===== src/rtl/psram_pkg.sv =====
package psram_pkg;

    localparam int unsigned LANES_DEF     = 4;
    localparam int unsigned LANE_BITS_DEF = 9;
    localparam int unsigned ADDR_BITS_DEF = 6;

    typedef enum logic [1:0] {
        CYC_IDLE  = 2'd0,
        CYC_READ  = 2'd1,
        CYC_WRITE = 2'd2
    } cyc_e;

    // Kind of access a sampled command starts.
    function automatic cyc_e classify(input logic sel, input logic asleep, input logic any_lane);
        if (asleep || !sel) begin
            return CYC_IDLE;
        end
        return any_lane ? CYC_WRITE : CYC_READ;
    endfunction

endpackage


===== src/rtl/psram_in_stage.sv =====
module psram_in_stage
    import psram_pkg::*;
#(
    parameter int unsigned ADDR_W = ADDR_BITS_DEF,
    parameter int unsigned LANES  = LANES_DEF,
    parameter int unsigned LANE_W = LANE_BITS_DEF,
    localparam int unsigned DATA_W = LANES * LANE_W
) (
    input  logic              clk,
    input  logic              rst,
    input  logic              sel_i,
    input  logic [ADDR_W-1:0] addr_i,
    input  logic              gw_n_i,
    input  logic              we_n_i,
    input  logic [LANES-1:0]  be_n_i,
    input  logic [DATA_W-1:0] wdata_i,
    input  logic              sleep_i,
    output cyc_e              kind_o,
    output logic [ADDR_W-1:0] addr_o,
    output logic [LANES-1:0]  lane_wr_o,
    output logic [DATA_W-1:0] wdata_o
);

    logic [LANES-1:0] lane_hit;
    cyc_e             kind_d;

    // Global write forces every lane; otherwise the write enable gates each byte enable.
    for (genvar g = 0; g < LANES; g++) begin : g_lane_dec
        assign lane_hit[g] = ~gw_n_i | (~we_n_i & ~be_n_i[g]);
    end

    assign kind_d = classify(sel_i, sleep_i, |lane_hit);

    always_ff @(posedge clk) begin
        if (rst) begin
            kind_o    <= CYC_IDLE;
            lane_wr_o <= '0;
            addr_o    <= '0;
            wdata_o   <= '0;
        end else begin
            kind_o    <= kind_d;
            lane_wr_o <= (kind_d == CYC_WRITE) ? lane_hit : '0;
            if (kind_d != CYC_IDLE) begin
                addr_o  <= addr_i;
                wdata_o <= wdata_i;
            end
        end
    end

endmodule


===== src/rtl/psram_array.sv =====
module psram_array #(
    parameter int unsigned ADDR_W = 6,
    parameter int unsigned LANES  = 4,
    parameter int unsigned LANE_W = 9,
    localparam int unsigned DEPTH  = 1 << ADDR_W,
    localparam int unsigned DATA_W = LANES * LANE_W
) (
    input  logic              clk,
    input  logic [LANES-1:0]  wr_lane_i,
    input  logic [ADDR_W-1:0] addr_i,
    input  logic [DATA_W-1:0] wdata_i,
    output logic [DATA_W-1:0] rdata_o
);

    // One independent bank per lane so each lane has its own write strobe.
    for (genvar g = 0; g < LANES; g++) begin : g_bank
        logic [LANE_W-1:0] bank [DEPTH];

        always_ff @(posedge clk) begin
            if (wr_lane_i[g]) begin
                bank[addr_i] <= wdata_i[g*LANE_W +: LANE_W];
            end
        end

        assign rdata_o[g*LANE_W +: LANE_W] = bank[addr_i];
    end

endmodule


===== src/rtl/psram_out_stage.sv =====
module psram_out_stage
    import psram_pkg::*;
#(
    parameter int unsigned LANES  = LANES_DEF,
    parameter int unsigned LANE_W = LANE_BITS_DEF,
    localparam int unsigned DATA_W = LANES * LANE_W
) (
    input  logic              clk,
    input  logic              rst,
    input  cyc_e              kind_i,
    input  logic [DATA_W-1:0] arr_data_i,
    input  logic              sleep_i,
    input  logic              oe_n_i,
    output logic [DATA_W-1:0] rdata_o,
    output logic              valid_o,
    output logic [LANES-1:0]  drive_o
);

    logic capture;

    assign capture = (kind_i == CYC_READ) && !sleep_i;

    always_ff @(posedge clk) begin
        if (rst) begin
            rdata_o <= '0;
            valid_o <= 1'b0;
        end else begin
            valid_o <= capture;
            if (capture) begin
                rdata_o <= arr_data_i;
            end
        end
    end

    // Output enable and sleep act without a clock.
    assign drive_o = {LANES{valid_o & ~oe_n_i & ~sleep_i}};

endmodule


===== src/rtl/pipe_sram_bw.sv =====
module pipe_sram_bw
    import psram_pkg::*;
#(
    parameter int unsigned ADDR_W = ADDR_BITS_DEF,
    parameter int unsigned LANES  = LANES_DEF,
    parameter int unsigned LANE_W = LANE_BITS_DEF,
    localparam int unsigned DATA_W = LANES * LANE_W
) (
    input  logic              clk,
    input  logic              rst,
    input  logic              sel_i,
    input  logic [ADDR_W-1:0] addr_i,
    input  logic              gw_n_i,
    input  logic              we_n_i,
    input  logic [LANES-1:0]  be_n_i,
    input  logic [DATA_W-1:0] wdata_i,
    input  logic              oe_n_i,
    input  logic              sleep_i,
    output logic [DATA_W-1:0] rdata_o,
    output logic [LANES-1:0]  drive_o
);

    cyc_e              kind_q;
    logic [ADDR_W-1:0] addr_q;
    logic [LANES-1:0]  lane_wr_q;
    logic [DATA_W-1:0] wdata_q;
    logic [LANES-1:0]  arr_we;
    logic [DATA_W-1:0] arr_rdata;
    logic              out_valid;

    psram_in_stage #(
        .ADDR_W (ADDR_W),
        .LANES  (LANES),
        .LANE_W (LANE_W)
    ) in_stage_i (
        .clk       (clk),
        .rst       (rst),
        .sel_i     (sel_i),
        .addr_i    (addr_i),
        .gw_n_i    (gw_n_i),
        .we_n_i    (we_n_i),
        .be_n_i    (be_n_i),
        .wdata_i   (wdata_i),
        .sleep_i   (sleep_i),
        .kind_o    (kind_q),
        .addr_o    (addr_q),
        .lane_wr_o (lane_wr_q),
        .wdata_o   (wdata_q)
    );

    // A registered write is dropped if sleep is high at its array edge.
    assign arr_we = (kind_q == CYC_WRITE && !sleep_i) ? lane_wr_q : '0;

    psram_array #(
        .ADDR_W (ADDR_W),
        .LANES  (LANES),
        .LANE_W (LANE_W)
    ) array_i (
        .clk       (clk),
        .wr_lane_i (arr_we),
        .addr_i    (addr_q),
        .wdata_i   (wdata_q),
        .rdata_o   (arr_rdata)
    );

    psram_out_stage #(
        .LANES  (LANES),
        .LANE_W (LANE_W)
    ) out_stage_i (
        .clk        (clk),
        .rst        (rst),
        .kind_i     (kind_q),
        .arr_data_i (arr_rdata),
        .sleep_i    (sleep_i),
        .oe_n_i     (oe_n_i),
        .rdata_o    (rdata_o),
        .valid_o    (out_valid),
        .drive_o    (drive_o)
    );

endmodule


===== config.mk =====
export PLATFORM = sky130hd
export DESIGN_NAME = pipe_sram_bw
export DESIGN_NICKNAME = d
export VERILOG_FILES = /design/src/rtl/psram_pkg.sv /design/src/rtl/psram_in_stage.sv /design/src/rtl/psram_array.sv /design/src/rtl/psram_out_stage.sv /design/src/rtl/pipe_sram_bw.sv
export SDC_FILE = /design/constraint.sdc
export NUM_CORES = 2
export LEC_CHECK = 0
export BUFFER_PORTS_ARGS = -buffer_cell sky130_fd_sc_hd__buf_2
export CAP_MARGIN = 20
export CORE_MARGIN = 3
export CORE_UTILIZATION = 35
export DETAILED_ROUTE_END_ITERATION = 16
export GPL_ROUTABILITY_DRIVEN = 0
export PLACE_DENSITY = 0.48
export SYNTH_ARGS = -nofsm -noshare
export SYNTH_HDL_FRONTEND = slang
export SYNTH_SLANG_ARGS = --single-unit

===== constraint.sdc =====
create_clock -name clk -period 2.5 [get_ports clk]
set_clock_uncertainty 0.05 [all_clocks]
set_input_delay 0 -clock clk [delete_from_list [all_inputs] [get_ports clk]]
set_output_delay 0 -clock clk [all_outputs]
set_load 0.01 [all_outputs]

; ---- Word-level counts from Yosys, hierarchy flattened
; Memories as Yosys holds them, arrays and structs flattened. A register that Yosys moved wholly into a read port is not among the register bits.
; Index checks and enable logic that the tools add are counted.
[totals]
regBits = 49
latchBits = 0
ram_bits = 2304
romBits = 0
inputBits = 53
output_inout_bits = 40
word_cells = 52
mem_count = 4
[mem_list]
columns = name, depth, width, rd, rd_clocked_by_memory_dff, wr, line_no
row1 = array_i.g_bank[0].bank, 64, 9, 1, 1, 1, psram_array.sv:17  ; logic [LANE_W-1:0] bank [DEPTH];
row2 = array_i.g_bank[1].bank, 64, 9, 1, 1, 1, psram_array.sv:17
row3 = array_i.g_bank[2].bank, 64, 9, 1, 1, 1, psram_array.sv:17
row4 = array_i.g_bank[3].bank, 64, 9, 1, 1, 1, psram_array.sv:17
[op_classes]
addsub = 0
n_mul = 0
div_mod_pow = 0
n_lt_le_gt_ge = 0
n_eq_ne = 3
shifts = 0
mux = 13
bitwise_logic = 19
n_reduce_logical = 8
[op_table]
columns = cell, n
row1 = $mux 1, 9
row2 = $not 1->1, 9
row3 = $and 1x1->1, 6
row4 = $mux 2, 3
row5 = $eq 2x2->1 const B, 2
row6 = $mux 4, 1
row7 = $or 1x1->1, 4
row8 = $reduce_or 4->1, 1
row9 = $eq 2x1->1 const B, 1
row10 = $logic_and 1x1->1, 2
row11 = $logic_not 1->1, 2
row12 = $reduce_bool 2->1, 1
row13 = $reduce_or 2->1, 1
row14 = $logic_or 1x1->1, 1

; ---- Depth between registers and ports, before layout
[depth]
ltp_word = 9
depth_mapped = 11

; ---- Cells and area by module
; From an unflattened synthesis, not the netlist that was laid out.
[unflattened]
cells_unflattened = 5393
hier_area_um2 = 91001.0
[by_module_without_submodules]
columns = module, n_inst, cells_each, area_each_um2, seq_area_each_um2
row1 = psram_array, 1, 5023, 87589.0, 69186.4
row2 = psram_out_stage, 1, 163, 1702.9, 740.7
row3 = psram_in_stage, 1, 203, 1659.1, 960.9
row4 = pipe_sram_bw, 1, 4, 50.0, 0.0

; ---- Least setup slack after synthesis
; No wires, ideal clock.
[synth_timing]
path_kind = register -> register
start = register in_stage_i.addr_o[5]
end = memory array_i.g_bank[2].bank[51][0] (enable)
setup_ns = 0.387
arrival_time_ns = 2.263
required_time_ns = 2.063
path_slack_ns = -0.199
stages_incl_launch_ff = 8
n_path_buf = 3
cell_sequence = dfxtp_1 buf_2 nand2_1 nor2_1 clkbuf_1 buf_2 nand2_1 nor3_1
[synth_lines]
columns = element, line_no
row1 = from (decl), psram_in_stage.sv:19  ; output logic [ADDR_W-1:0] addr_o,
row2 = from (signal assigned), psram_in_stage.sv:44  ; addr_o <= addr_i;
row3 = to (decl), psram_array.sv:17
; No word-level cell before the write port.

==> metrics.txt <==
# TYPE chip_impl_metric gauge
chip_impl_metric{name="asyncSetResetFlopFracSynth",unit="%"} 0
chip_impl_info{name="synth_largest_area_cell",value="sky130_fd_sc_hd__edfxtp_1"} 1
chip_impl_info{name="startpoint_kind_of_the_worst_setup_timing_path",value="register"} 1
chip_impl_info{name="r2r_start",value="in_stage_i.addr_o[1]$_SDFFE_PP0P_"} 1
chip_impl_metric{name="number_of_port_buffers",unit=""} 92
chip_impl_metric{name="number_of_warnings_printed_during_yosys_synthesis",unit=""} 0
chip_impl_info{name="tritoncts",value="yes"} 1
chip_impl_metric{name="critPathMaxStageDelay",unit="ps"} 530
chip_impl_metric{name="boundaryPins",unit=""} 93
chip_impl_metric{name="drt-pass1-iter-count",unit=""} 6
chip_impl_metric{name="dp_hpwl",unit="microns"} 232800
chip_impl_metric{name="synth_nets",unit=""} 5409
chip_impl_metric{name="critical_path_at",unit="ps"} 3400
chip_impl_metric{name="grt_pass1_vias",unit=""} 58146
chip_impl_metric{name="number_of_endpoints_with_negative_hold_slack_in_the_final_report",unit=""} 0
chip_impl_info{name="critPathCaptureType",value="register"} 1
chip_impl_metric{name="fmax",unit="GHz"} 0.3788
chip_impl_metric{name="max-vdd-ir-drop",unit="mV"} 0.7135
chip_impl_metric{name="post_synth_fa_ha_maj_area_fraction",unit="%"} 0
chip_impl_info{name="unrepaired_setup_endpoints_after_global_routing",value="true"} 1
chip_impl_metric{name="drt_first_iter_violations",unit=""} 7077
chip_impl_metric{name="insertion_delay",unit="ps"} 940
chip_impl_info{name="outcome",value="finished with violations"} 1
chip_impl_metric{name="final-max-slew-violation-count",unit=""} 0
chip_impl_metric{name="route.detailed.drc",unit=""} 0
chip_impl_metric{name="routed_wire_length_per_instance",unit="microns"} 33.77
chip_impl_metric{name="grt_antenna_before_repair",unit=""} 20
chip_impl_metric{name="synth_edf_count",unit=""} 2304
chip_impl_metric{name="layout_min_cycle_time",unit="ps"} 2640
chip_impl_metric{name="power_per_standard_cell_area",unit="mW/mm^2"} 711.8
chip_impl_info{name="most_instantiated_flip_flop_cell_in_the_synthesis_netlist",value="sky130_fd_sc_hd__edfxtp_1"} 1
chip_impl_metric{name="yosysUniqueCellTypes",unit=""} 74
chip_impl_metric{name="fin_worst_hold_slack",unit="ps"} 198.8
chip_impl_metric{name="clock_path_buffers",unit=""} 4
chip_impl_metric{name="worst-r2r-cell-count",unit=""} 9
chip_impl_info{name="crit-reg2reg-capture",value="out_stage_i.rdata_o[31]$_SDFFE_PP0P_"} 1
chip_impl_info{name="synth_most_common_cell",value="sky130_fd_sc_hd__edfxtp_1"} 1
chip_impl_metric{name="gr-total-overflow",unit=""} 0
chip_impl_info{name="failed_checks",value="setup timing"} 1
chip_impl_metric{name="die_width",unit="microns"} 520.3
chip_impl_info{name="cts_root_buffer",value="sky130_fd_sc_hd__clkbuf_16"} 1
chip_impl_metric{name="cellLeakagePower",unit="nW"} 43.98
chip_impl_metric{name="dieHeight",unit="microns"} 520.3
chip_impl_metric{name="synth_simple_gate_area_share",unit="%"} 3.615
chip_impl_metric{name="final_setup_violating_endpoints",unit=""} 278
chip_impl_info{name="synth_area_leaders",value="sky130_fd_sc_hd__edfxtp_1, sky130_fd_sc_hd__mux4_2, sky130_fd_sc_hd__a221oi_1, sky130_fd_sc_hd__mux2i_1, sky130_fd_sc_hd__mux2_2"} 1
chip_impl_metric{name="grt_first_pass_wirelength",unit="microns"} 481000
chip_impl_metric{name="totalWireLength",unit="microns"} 358200
chip_impl_metric{name="initial_utilization",unit="%"} 35.24
chip_impl_metric{name="synth-compound-area-share",unit="%"} 9.403
chip_impl_metric{name="htree_num_levels",unit=""} 5
chip_impl_info{name="timing.hold.worst.class",value="in -> reg"} 1
chip_impl_metric{name="synth.area.mux_share",unit="%"} 8.125
chip_impl_info{name="largest_family_of_logic_cells_by_synthesized_area",value="compound AO/OA/AOI/OAI gates"} 1
chip_impl_info{name="hold_path_startpoint",value="sel_i"} 1
chip_impl_metric{name="finalWorstSetupSlack",unit="ps"} -140.2
chip_impl_metric{name="grt_start_max_net_pins",unit=""} 66
chip_impl_metric{name="antenna_violating_nets_post_route",unit=""} 0
chip_impl_metric{name="syn_inst",unit=""} 5356
chip_impl_metric{name="critical_path_fanouts_max",unit=""} 11
chip_impl_metric{name="clk_pin_slew_worst_paths",unit="ps"} 60
chip_impl_metric{name="fp.dieArea",unit="sq mm"} 0.2707
chip_impl_metric{name="area_share_of_the_largest_cell_type_after_synthesis",unit="%"} 74.73
chip_impl_metric{name="total_power_after_layout",unit="W"} 0.08907
chip_impl_info{name="timing_worst_setup_path_type",value="reg -> reg"} 1
chip_impl_metric{name="grt.total_usage",unit="%"} 25.28
chip_impl_metric{name="synth-seq-area-share",unit="%"} 76.57
chip_impl_metric{name="reg2reg_setup_slack",unit="ps"} -140
chip_impl_metric{name="total_clock_buffers_created_by_cts",unit=""} 281
chip_impl_metric{name="finalCritPeriodShare",unit="%"} 105.6
chip_impl_metric{name="clock_sink_count",unit=""} 2389
chip_impl_info{name="hold-path-endpoint",value="in_stage_i.wdata_o[11]$_SDFFE_PP0P_"} 1
chip_impl_metric{name="design.core.area",unit="sq mm"} 0.2627
chip_impl_metric{name="layout-drive-gt1-share",unit="%"} 38.32
chip_impl_info{name="critical_path.cell_chain",value="buf_12 -> buf_6 -> buf_16 -> buf_16 -> buf_12 -> mux4_2 -> a22oi_2 -> nand4_1 -> o31a_1"} 1
chip_impl_metric{name="rows",unit=""} 188
chip_impl_info{name="critPathSlowestCell",value="sky130_fd_sc_hd__mux4_2"} 1
chip_impl_metric{name="worst_pin_slew",unit="ps"} 947.5
chip_impl_metric{name="slew_headroom",unit="%"} 36.83
chip_impl_metric{name="synth_register_bits",unit=""} 2389
chip_impl_metric{name="flow.area_growth_from_synthesis",unit="%"} 35.16
chip_impl_metric{name="fillers",unit=""} 22252
chip_impl_metric{name="via_count",unit=""} 60607
chip_impl_metric{name="fin_setup_tns",unit="ps"} -6671
chip_impl_metric{name="post_synth_xor_area_fraction",unit="%"} 0
chip_impl_metric{name="worstHoldPathCells",unit=""} 5
chip_impl_metric{name="viasPerCell",unit=""} 5.713
chip_impl_metric{name="count_of_nets_after_finishing",unit=""} 6937
chip_impl_metric{name="syn-mean-instance-area",unit="sq um"} 17.29
chip_impl_metric{name="max-cap-violations",unit=""} 0
chip_impl_metric{name="worst_ep_required_time",unit="ps"} 3260
chip_impl_metric{name="synth.cell_area",unit="sq mm"} 0.09258
chip_impl_info{name="synth.top_cells.by_count",value="sky130_fd_sc_hd__edfxtp_1, sky130_fd_sc_hd__nor2_1, sky130_fd_sc_hd__a221oi_1, sky130_fd_sc_hd__nand2_1, sky130_fd_sc_hd__mux2i_1"} 1
[worst max-delay path: cells and delay by family (launching register included)]
family	cells	cell delay, ps
AO/OA/AOI/OAI	2	550
AND/OR/NAND/NOR	1	210
buffers and inverters	5	730
flip-flops	1	390
multiplexers	1	530
[per-stage QoR]
| stage | worst slack (ps) | cells | cell area [sq um] | utilization [%] |
|---|---|---|---|---|
| after CTS | -148.0 | 10448 | 121000 | 46.03 |
| after global placement | -732.0 | 9657 | 107300 | 40.82 |
| after detailed placement | -712.1 | 9657 | 107300 | 40.82 |
| final | -140.2 | 10609 | 125100 | 47.63 |
| after floorplan | -151.0 | 5356 | 92660 | - |
| after global routing | -176.5 | 10605 | 125100 | 47.62 |
[cell families (layout without fill, tap and decap cells)]
| kind of cell | Yosys count | in the layout |
|---|---|---|
| multiplexers | 560 | 560 |
| buffers and inverters | 401 | 2128 |
| AND/OR/NAND/NOR | 812 | 812 |
| flip-flops | 2389 | 2389 |
| AO/OA/AOI/OAI | 1194 | 1194 |
| other | 0 | 11 |
[layout make-up]
class	instances	area (sq um)	area share, %
Sequential cell	2389	70940	56.69
Multi-Input combinational cell	2566	22650	18.10
Timing Repair Buffer	1643	18390	14.70
Clock buffer	392	7869	6.288
Tap cell	3515	4398	3.515
Clock inverter	90	828.3	0.6619
Antenna cell	11	27.53	0.02200
Inverter	3	26.28	0.02100
[where the power goes]
part           switching, W  internal, W
logic               0.00325      0.00241
clock network        0.0161       0.0233
registers          0.000197       0.0438
[worst max path at each step]
stage                                                 start                                       to  slack [ps]  depth (start not counted)
final                     in_stage_i.addr_o[1]$_SDFFE_PP0P_     out_stage_i.rdata_o[31]$_SDFFE_PP0P_        -140                          9
after global routing      in_stage_i.addr_o[2]$_SDFFE_PP0P_      out_stage_i.rdata_o[4]$_SDFFE_PP0P_        -180                         11
after CTS                 in_stage_i.addr_o[1]$_SDFFE_PP0P_      out_stage_i.rdata_o[4]$_SDFFE_PP0P_        -150                         11
after detailed placement  in_stage_i.addr_o[0]$_SDFFE_PP0P_     out_stage_i.rdata_o[18]$_SDFFE_PP0P_        -710                          7
after global placement    in_stage_i.addr_o[0]$_SDFFE_PP0P_     out_stage_i.rdata_o[18]$_SDFFE_PP0P_        -730                          7
after floorplan           in_stage_i.addr_o[5]$_SDFFE_PP0P_  array_i.g_bank[2].bank[56][0]$_DFFE_PP_        -150                          6
[flip-flops by register name, indices dropped and copies added (netlist names)]
register and count:
out_stage_i.valid_o 1, out_stage_i.rdata_o 36, in_stage_i.lane_wr_o 4, in_stage_i.wdata_o 36, array_i.g_bank.bank 2304, in_stage_i.addr_o 6
in_stage_i.kind_o 2
[layer usage]
| layer | global-route usage [%] | vias to the layer above | wire length, microns |
|---|---|---|---|
| met4 | 9.013 | 2 | 14850 |
| met3 | 3.858 | 578 | 27480 |
| li1 | - | 24889 | - |
| met1 | 34.97 | 32264 | 147000 |
| met5 | 0 | - | 13 |
| met2 | 40.61 | 2874 | 168800 |
[layout by cell type (no fill, tap or decap), types with 95 or more instances in the layout]
master                          instances
sky130_fd_sc_hd__a21oi_1              165
sky130_fd_sc_hd__a221oi_1             184
sky130_fd_sc_hd__a221oi_2             105
sky130_fd_sc_hd__a22oi_1              167
sky130_fd_sc_hd__buf_12               319
sky130_fd_sc_hd__buf_4                832
sky130_fd_sc_hd__buf_6                120
sky130_fd_sc_hd__clkbuf_16            313
sky130_fd_sc_hd__dlygate4sd3_1        186
sky130_fd_sc_hd__edfxtp_1            2304
sky130_fd_sc_hd__mux2_2               161
sky130_fd_sc_hd__mux2i_1              236
sky130_fd_sc_hd__mux4_2               135
sky130_fd_sc_hd__nand2_1              232
sky130_fd_sc_hd__nor2_1               297
sky130_fd_sc_hd__o22ai_1               95
[timing repair]
item | in CTS | in global routing
hold buffers | 187 | 0
setup endpoints to repair | 1477 | 715
endpoints found under the hold margin | 85 | 0
cloned | 21 | 30
setup buffers | 108 | 141
pin swaps | 90 | 175
gates resized for setup | 408 | 537
Note: power is estimated with default switching activity, not from simulation.
